===== src/rtl/mtc_pkg.sv =====
package mtc_pkg;
  typedef enum logic [1:0] {
    IF_PLAIN  = 2'd0,
    IF_SERIAL = 2'd1,
    IF_DPORT  = 2'd2,
    IF_SPARE  = 2'd3
  } if_kind_e;

  typedef enum logic [1:0] {
    S_IDLE = 2'd0,
    S_AXIS = 2'd1,
    S_MUL  = 2'd2,
    S_OUT  = 2'd3
  } calc_state_e;
endpackage


===== src/rtl/mtc_axis.sv =====
module mtc_axis #(
  parameter int W     = 16,
  parameter int HORIZ = 1
) (
  input  logic [W-1:0] act,
  input  logic [W-1:0] ss,
  input  logic [W-1:0] se,
  input  logic [W-1:0] tot,
  input  logic         halve,
  input  logic         dport,
  input  logic         wide,
  output logic         ok,
  output logic [W-1:0] act_o,
  output logic [W-1:0] fp,
  output logic [W-1:0] bp,
  output logic [W-1:0] sw,
  output logic [W+1:0] total
);
  localparam logic IS_H = (HORIZ != 0);

  function automatic logic [W-1:0] half_if(input logic [W-1:0] v, input logic en);
    return en ? (v >> 1) : v;
  endfunction

  function automatic logic [W+1:0] add4(input logic [W-1:0] a, input logic [W-1:0] b,
                                        input logic [W-1:0] c, input logic [W-1:0] d);
    return {2'b00, a} + {2'b00, b} + {2'b00, c} + {2'b00, d};
  endfunction

  logic         split_en, narrow_en;
  logic [W-1:0] a, s, e, t, fp0, bp0, sw0, fp1, bp1;

  assign split_en  = halve & IS_H;
  assign narrow_en = dport & wide & IS_H;

  always_comb begin
    a   = half_if(act, split_en);
    s   = half_if(ss, split_en);
    e   = half_if(se, split_en);
    t   = half_if(tot, split_en);
    ok  = (t >= e) && (s >= a) && (e >= s);
    fp0 = s - a;
    sw0 = e - s;
    bp0 = t - e;
    fp1 = dport ? '0 : fp0;
    bp1 = dport ? (bp0 + fp0) : bp0;
    act_o = half_if(a, narrow_en);
    fp    = half_if(fp1, narrow_en);
    bp    = half_if(bp1, narrow_en);
    sw    = half_if(sw0, narrow_en);
    total = add4(act_o, fp, bp, sw);
  end
endmodule


===== src/rtl/mtc_prefetch.sv =====
module mtc_prefetch #(
  parameter int W = 16
) (
  input  logic [W-1:0] vfp,
  input  logic [W-1:0] vbp,
  input  logic [W-1:0] vsw,
  input  logic [W-1:0] worst,
  output logic [W-1:0] lines
);
  function automatic logic [W-1:0] pick_lines(input logic [W-1:0] f, input logic [W-1:0] b,
                                              input logic [W-1:0] s, input logic [W-1:0] wc);
    logic [W:0]   sof;
    logic [W-1:0] need;
    sof  = {1'b0, b} + {1'b0, s};
    need = wc - sof[W-1:0];
    if (sof >= {1'b0, wc}) return '0;
    else if (f < need)     return f;
    else                   return need;
  endfunction

  assign lines = pick_lines(vfp, vbp, vsw, worst);
endmodule


===== src/rtl/mtc_mul.sv =====
module mtc_mul #(
  parameter int AW = 18,
  parameter int BW = 18
) (
  input  logic             clk,
  input  logic             rst_n,
  input  logic             en,
  input  logic [AW-1:0]    a,
  input  logic [BW-1:0]    b,
  output logic [AW+BW-1:0] p
);
  always_ff @(posedge clk) begin
    if (!rst_n)  p <= '0;
    else if (en) p <= {{BW{1'b0}}, a} * {{AW{1'b0}}, b};
  end
endmodule


===== src/rtl/mode_timing_calc.sv =====
module mode_timing_calc #(
  parameter  int W  = 16,
  parameter  int CW = 8,
  localparam int TW = W + 2,
  localparam int FW = 2 * TW
) (
  input  logic          clk,
  input  logic          rst_n,
  input  logic          start,
  input  logic [W-1:0]  h_act_in,
  input  logic [W-1:0]  h_ss_in,
  input  logic [W-1:0]  h_se_in,
  input  logic [W-1:0]  h_tot_in,
  input  logic [W-1:0]  v_act_in,
  input  logic [W-1:0]  v_ss_in,
  input  logic [W-1:0]  v_se_in,
  input  logic [W-1:0]  v_tot_in,
  input  logic [1:0]    neg_flags,
  input  logic [1:0]    if_kind,
  input  logic          wide_bus,
  input  logic          split_on,
  input  logic [W-1:0]  worst_lines,
  output logic [W-1:0]  h_active,
  output logic [W-1:0]  h_front,
  output logic [W-1:0]  h_back,
  output logic [W-1:0]  h_sync,
  output logic [W-1:0]  v_active,
  output logic [W-1:0]  v_front,
  output logic [W-1:0]  v_back,
  output logic [W-1:0]  v_sync,
  output logic          hsync_low,
  output logic          vsync_low,
  output logic [CW-1:0] border_color,
  output logic [CW-1:0] underflow_color,
  output logic [W-1:0]  prefetch_lines,
  output logic          fetch_en,
  output logic [FW-1:0] fetch_start,
  output logic          done,
  output logic          busy,
  output logic          mode_bad
);
  import mtc_pkg::*;

  calc_state_e st;
  logic        launch;

  // latched mode
  logic [W-1:0] l_ha, l_hs, l_he, l_ht, l_va, l_vs, l_ve, l_vt, l_wc;
  logic [1:0]   l_flags;
  if_kind_e     l_kind;
  logic         l_wide, l_split;

  // combinational axis results
  logic         h_ok, v_ok;
  logic [W-1:0] ha_c, hf_c, hb_c, hs_c, va_c, vf_c, vb_c, vs_c, pl_c;
  logic [TW-1:0] ht_c, vt_c;

  // registered intermediate results
  logic          r_ok, r_hp, r_vp;
  logic [W-1:0]  r_ha, r_hf, r_hb, r_hs, r_va, r_vf, r_vb, r_vs, r_pl;
  logic [TW-1:0] r_ht, r_vt;
  logic [FW-1:0] prod;

  assign busy   = (st != S_IDLE);
  assign launch = start && !busy;

  mtc_axis #(.W(W), .HORIZ(1)) u_h (
    .act(l_ha), .ss(l_hs), .se(l_he), .tot(l_ht),
    .halve(l_split), .dport(l_kind == IF_DPORT), .wide(l_wide),
    .ok(h_ok), .act_o(ha_c), .fp(hf_c), .bp(hb_c), .sw(hs_c), .total(ht_c));

  mtc_axis #(.W(W), .HORIZ(0)) u_v (
    .act(l_va), .ss(l_vs), .se(l_ve), .tot(l_vt),
    .halve(l_split), .dport(l_kind == IF_DPORT), .wide(l_wide),
    .ok(v_ok), .act_o(va_c), .fp(vf_c), .bp(vb_c), .sw(vs_c), .total(vt_c));

  mtc_prefetch #(.W(W)) u_pf (
    .vfp(vf_c), .vbp(vb_c), .vsw(vs_c), .worst(l_wc), .lines(pl_c));

  mtc_mul #(.AW(TW), .BW(TW)) u_mul (
    .clk(clk), .rst_n(rst_n), .en(st == S_MUL),
    .a(r_vt - {2'b00, r_pl}), .b(r_ht), .p(prod));

  // sequencing and input latch
  always_ff @(posedge clk) begin
    if (!rst_n) begin
      st      <= S_IDLE;
      l_ha    <= '0; l_hs <= '0; l_he <= '0; l_ht <= '0;
      l_va    <= '0; l_vs <= '0; l_ve <= '0; l_vt <= '0;
      l_wc    <= '0; l_flags <= '0; l_kind <= IF_PLAIN;
      l_wide  <= 1'b0; l_split <= 1'b0;
    end else begin
      case (st)
        S_IDLE: if (launch) begin
          st      <= S_AXIS;
          l_ha    <= h_act_in; l_hs <= h_ss_in; l_he <= h_se_in; l_ht <= h_tot_in;
          l_va    <= v_act_in; l_vs <= v_ss_in; l_ve <= v_se_in; l_vt <= v_tot_in;
          l_wc    <= worst_lines;
          l_flags <= neg_flags;
          l_kind  <= if_kind_e'(if_kind);
          l_wide  <= wide_bus;
          l_split <= split_on;
        end
        S_AXIS:  st <= S_MUL;
        S_MUL:   st <= S_OUT;
        default: st <= S_IDLE;
      endcase
    end
  end

  // intermediate capture
  always_ff @(posedge clk) begin
    if (!rst_n) begin
      r_ok <= 1'b0; r_hp <= 1'b0; r_vp <= 1'b0;
      r_ha <= '0; r_hf <= '0; r_hb <= '0; r_hs <= '0;
      r_va <= '0; r_vf <= '0; r_vb <= '0; r_vs <= '0;
      r_pl <= '0; r_ht <= '0; r_vt <= '0;
    end else if (st == S_AXIS) begin
      r_ok <= h_ok && v_ok;
      r_hp <= (l_kind == IF_SERIAL) ? 1'b0 : l_flags[0];
      r_vp <= (l_kind == IF_SERIAL) ? 1'b0 : l_flags[1];
      r_ha <= ha_c; r_hf <= hf_c; r_hb <= hb_c; r_hs <= hs_c;
      r_va <= va_c; r_vf <= vf_c; r_vb <= vb_c; r_vs <= vs_c;
      r_pl <= pl_c; r_ht <= ht_c; r_vt <= vt_c;
    end
  end

  // result registers, updated only with done
  always_ff @(posedge clk) begin
    if (!rst_n) begin
      done <= 1'b0; mode_bad <= 1'b0;
      h_active <= '0; h_front <= '0; h_back <= '0; h_sync <= '0;
      v_active <= '0; v_front <= '0; v_back <= '0; v_sync <= '0;
      hsync_low <= 1'b0; vsync_low <= 1'b0;
      border_color <= '0; underflow_color <= '0;
      prefetch_lines <= '0; fetch_en <= 1'b0; fetch_start <= '0;
    end else begin
      done <= (st == S_OUT);
      if (st == S_OUT) begin
        mode_bad        <= !r_ok;
        border_color    <= '0;
        h_active        <= r_ok ? r_ha : '0;
        h_front         <= r_ok ? r_hf : '0;
        h_back          <= r_ok ? r_hb : '0;
        h_sync          <= r_ok ? r_hs : '0;
        v_active        <= r_ok ? r_va : '0;
        v_front         <= r_ok ? r_vf : '0;
        v_back          <= r_ok ? r_vb : '0;
        v_sync          <= r_ok ? r_vs : '0;
        hsync_low       <= r_ok && r_hp;
        vsync_low       <= r_ok && r_vp;
        underflow_color <= r_ok ? '1 : '0;
        prefetch_lines  <= r_ok ? r_pl : '0;
        fetch_en        <= r_ok && (r_pl != '0);
        fetch_start     <= (r_ok && (r_pl != '0)) ? (prod + FW'(1)) : '0;
      end
    end
  end
endmodule


===== config.mk =====
export PLATFORM = sky130hd
export DESIGN_NAME = mode_timing_calc
export DESIGN_NICKNAME = d
export VERILOG_FILES = /design/src/rtl/mtc_pkg.sv /design/src/rtl/mtc_axis.sv /design/src/rtl/mtc_prefetch.sv /design/src/rtl/mtc_mul.sv /design/src/rtl/mode_timing_calc.sv
export SDC_FILE = /design/constraint.sdc
export NUM_CORES = 2
export LEC_CHECK = 0
export BUFFER_PORTS_ARGS = -buffer_cell sky130_fd_sc_hd__buf_2
export CORE_MARGIN = 3
export CORE_UTILIZATION = 39
export CTS_CLUSTER_DIAMETER = 100
export DETAILED_ROUTE_END_ITERATION = 8
export PLACE_DENSITY_LB_ADDON = 0.25
export SLEW_MARGIN = 10
export SYNTH_ARGS = -nofsm -noshare
export SYNTH_HDL_FRONTEND = slang
export SYNTH_HIERARCHICAL = 1
export SYNTH_SLANG_ARGS = --single-unit

===== constraint.sdc =====
create_clock -name clk -period 10.2 [get_ports clk]
set_input_delay 2.04 -clock clk [delete_from_list [all_inputs] [get_ports clk]]
set_output_delay 2.04 -clock clk [all_outputs]
set_load 0.05 [all_outputs]

==> metrics.txt <==
CTS max path bufs=3; synthesized cell area=45900 µm²; Die Span X=349 µm; DR iter-0 viols=2810; IO buf count=346; worst-path fanout max=14; count leader, synth=nand2_1; Final ANT Viol Nets=0; Crit Path Category=reg -> reg; DR vias=38980; number of vias per cell=5.38; initial antenna violation count=4; Critical path origin=l_va[0]; cell taking the most area after synthesis=dfxtp_1; Worst path max stage delay=0.52 ns; Netlist cell types=105; Period minus WS final=8.96 ns; wire per inst=19.7 µm; Top cell by count, worst path=ha_1; crit path DAT=9.46 ns; Root Buffer=clkbuf_16; hold path startpoint=fetch_start[22]; Most used DFF post-synth=dfxtp_1; max-cap check violation count=0; ys async rst share=0; Post-CTS Resized=0; Setup Fix Bufs, Post-CTS=0; height of the die=349 µm; sequential fraction of the synthesis area=0.243; register bit count reported by yosys=557; I/O pins=355; hold buffer count at cts=0; final worst-path cycle share=0.878; total gr overflow=0; Synth top area share=0.243; vias in the first global route=37558; EDFF count, synth=0; die area=122000 µm²; RSZ-0062 raised after global routing=false; DRT Pass-1 Iters=6; Worst setup EP type=register; worst min path class=reg -> reg; setup_tns=0 ns; share of cells above drive strength 1=0.110; Syn Area/Cell=8.37 µm²; total track usage=0.230; Nets=6501; CP required=10.71 ns; Slew headroom=0.220; Slew @ Worst Pin=1.16 ns; Synth area leaders=dfxtp_1, fa_1, ha_1; CP startpoint kind=register; Fin Clk Skew=0.0248 ns; Rows=125; clk sink count=557; largest net degree at the start of global routing=167; CTS tree=done; DR DRC count=0; CP max-delay cell=a2111oi_0; list of most frequent post-synthesis cells=nand2_1, inv_1, dfxtp_1; core region area=117000 µm²; wire length of the first global-routing pass=221 mm; Initial Util=0.394; Hold Fails Final Rpt=0; final setup violation count=0; P&R area growth vs syn=11.2%; clk_lat worst skew=0.66 ns; H-tree Lvls=3; maximum clock rate=112 MHz; clk slew on worst S/H paths=0.06 ns; CTS buffer count=67; Yosys Warn Count=6; Slew Viols, Final=0; RD Place Congestion=0.922; status=finished, final reports clean; Syn Inst Count=5488; Final HPWL DP=112 mm; Routed WL=143 mm; worst r2r src=l_va[0]
[worst max-delay path, delay by kind of cell, from the launching register on]
family                   cells  cell delay [ns]
adder cells (fa/ha/maj)      6             2.20
AND/OR/NAND/NOR              8             1.66
multiplexers                 2             0.45
flip-flops                   1             0.41
buffers and inverters        2             0.21
AO/OA/AOI/OAI               15             3.47
XOR/XNOR                     3             0.40
[final timing paths]
kind,endpoint,slack (ns),cells past startpoint
hold / removal,fetch_start[22],0.45,2
setup reg to reg,r_pl[4],1.24,36
hold reg to reg,fetch_start[22],0.45,2
setup / recovery,r_pl[4],1.24,36
[layout by cell type (no fill, tap or decap), types with 24 or more instances in the layout]
| cell type | n |
|---|---|
| a211oi_1 | 33 |
| a21o_1 | 107 |
| a21oi_1 | 377 |
| a22oi_1 | 137 |
| and2_1 | 195 |
| and3_1 | 34 |
| buf_2 | 346 |
| buf_4 | 35 |
| clkbuf_16 | 67 |
| dfxtp_1 | 556 |
| fa_1 | 303 |
| ha_1 | 381 |
| inv_1 | 598 |
| mux2_2 | 31 |
| mux2i_1 | 272 |
| nand2_1 | 667 |
| nand2b_1 | 40 |
| nand3_1 | 82 |
| nand4_1 | 50 |
| nor2_1 | 465 |
| nor2b_1 | 50 |
| nor3_1 | 52 |
| o21a_1 | 37 |
| o21ai_0 | 112 |
| o21bai_1 | 33 |
| or3_1 | 24 |
| xnor2_1 | 129 |
| xor2_1 | 96 |
[kinds of logic after synthesis]
kind of cell,share of synthesized area
AO/OA/AOI/OAI,0.156
XOR/XNOR,0.0443
adder cells (fa/ha/maj),0.236
buffers and inverters,0.0771
flip-flops,0.243
multiplexers,0.0669
other,0.0000817
AND/OR/NAND/NOR,0.177
[routing by layer]
| layer | global-route usage | vias up | part of all wire |
|---|---|---|---|
| li1 | - | 18798 | - |
| met1 | 0.327 | 18855 | 0.47 |
| met2 | 0.362 | 1155 | 0.44 |
| met3 | 0.0374 | 168 | 0.063 |
| met4 | 0.0585 | 4 | 0.022 |
| met5 | 0 | - | 0.00019 |
[area by class of cell]
type	count	area (µm²)
Fill cell	11647	65500
Multi-Input combinational cell	4055	31400
Clock buffer	92	1940
Timing Repair Buffer	382	2010
Antenna cell	2	5.00
Tap cell	1524	1910
Sequential cell	557	11200
Clock inverter	29	392
Inverter	600	2260
[flip-flops by register name, summed over array words and instances, names as in the netlist, 18 cells and up]
name and count:
fetch_start 36, u_mul/p 36, r_ht 18, r_vt 18
[metrics by stage]
step,instances,util,hold WS [ns],instance area (µm²),setup slack [ns]
after floorplan,5495,-,0.434,45900,2.48
after global placement,7118,0.418,0.430,48700,1.84
after detailed placement,7118,0.418,0.436,48700,1.57
after CTS,7239,0.438,0.449,51000,1.53
after global routing,7239,0.438,0.461,51000,0.598
final,7241,0.438,0.446,51100,1.24
Power is not shown: default switching activity piles up to over one toggle a cycle in this logic, so the estimate is an artifact.
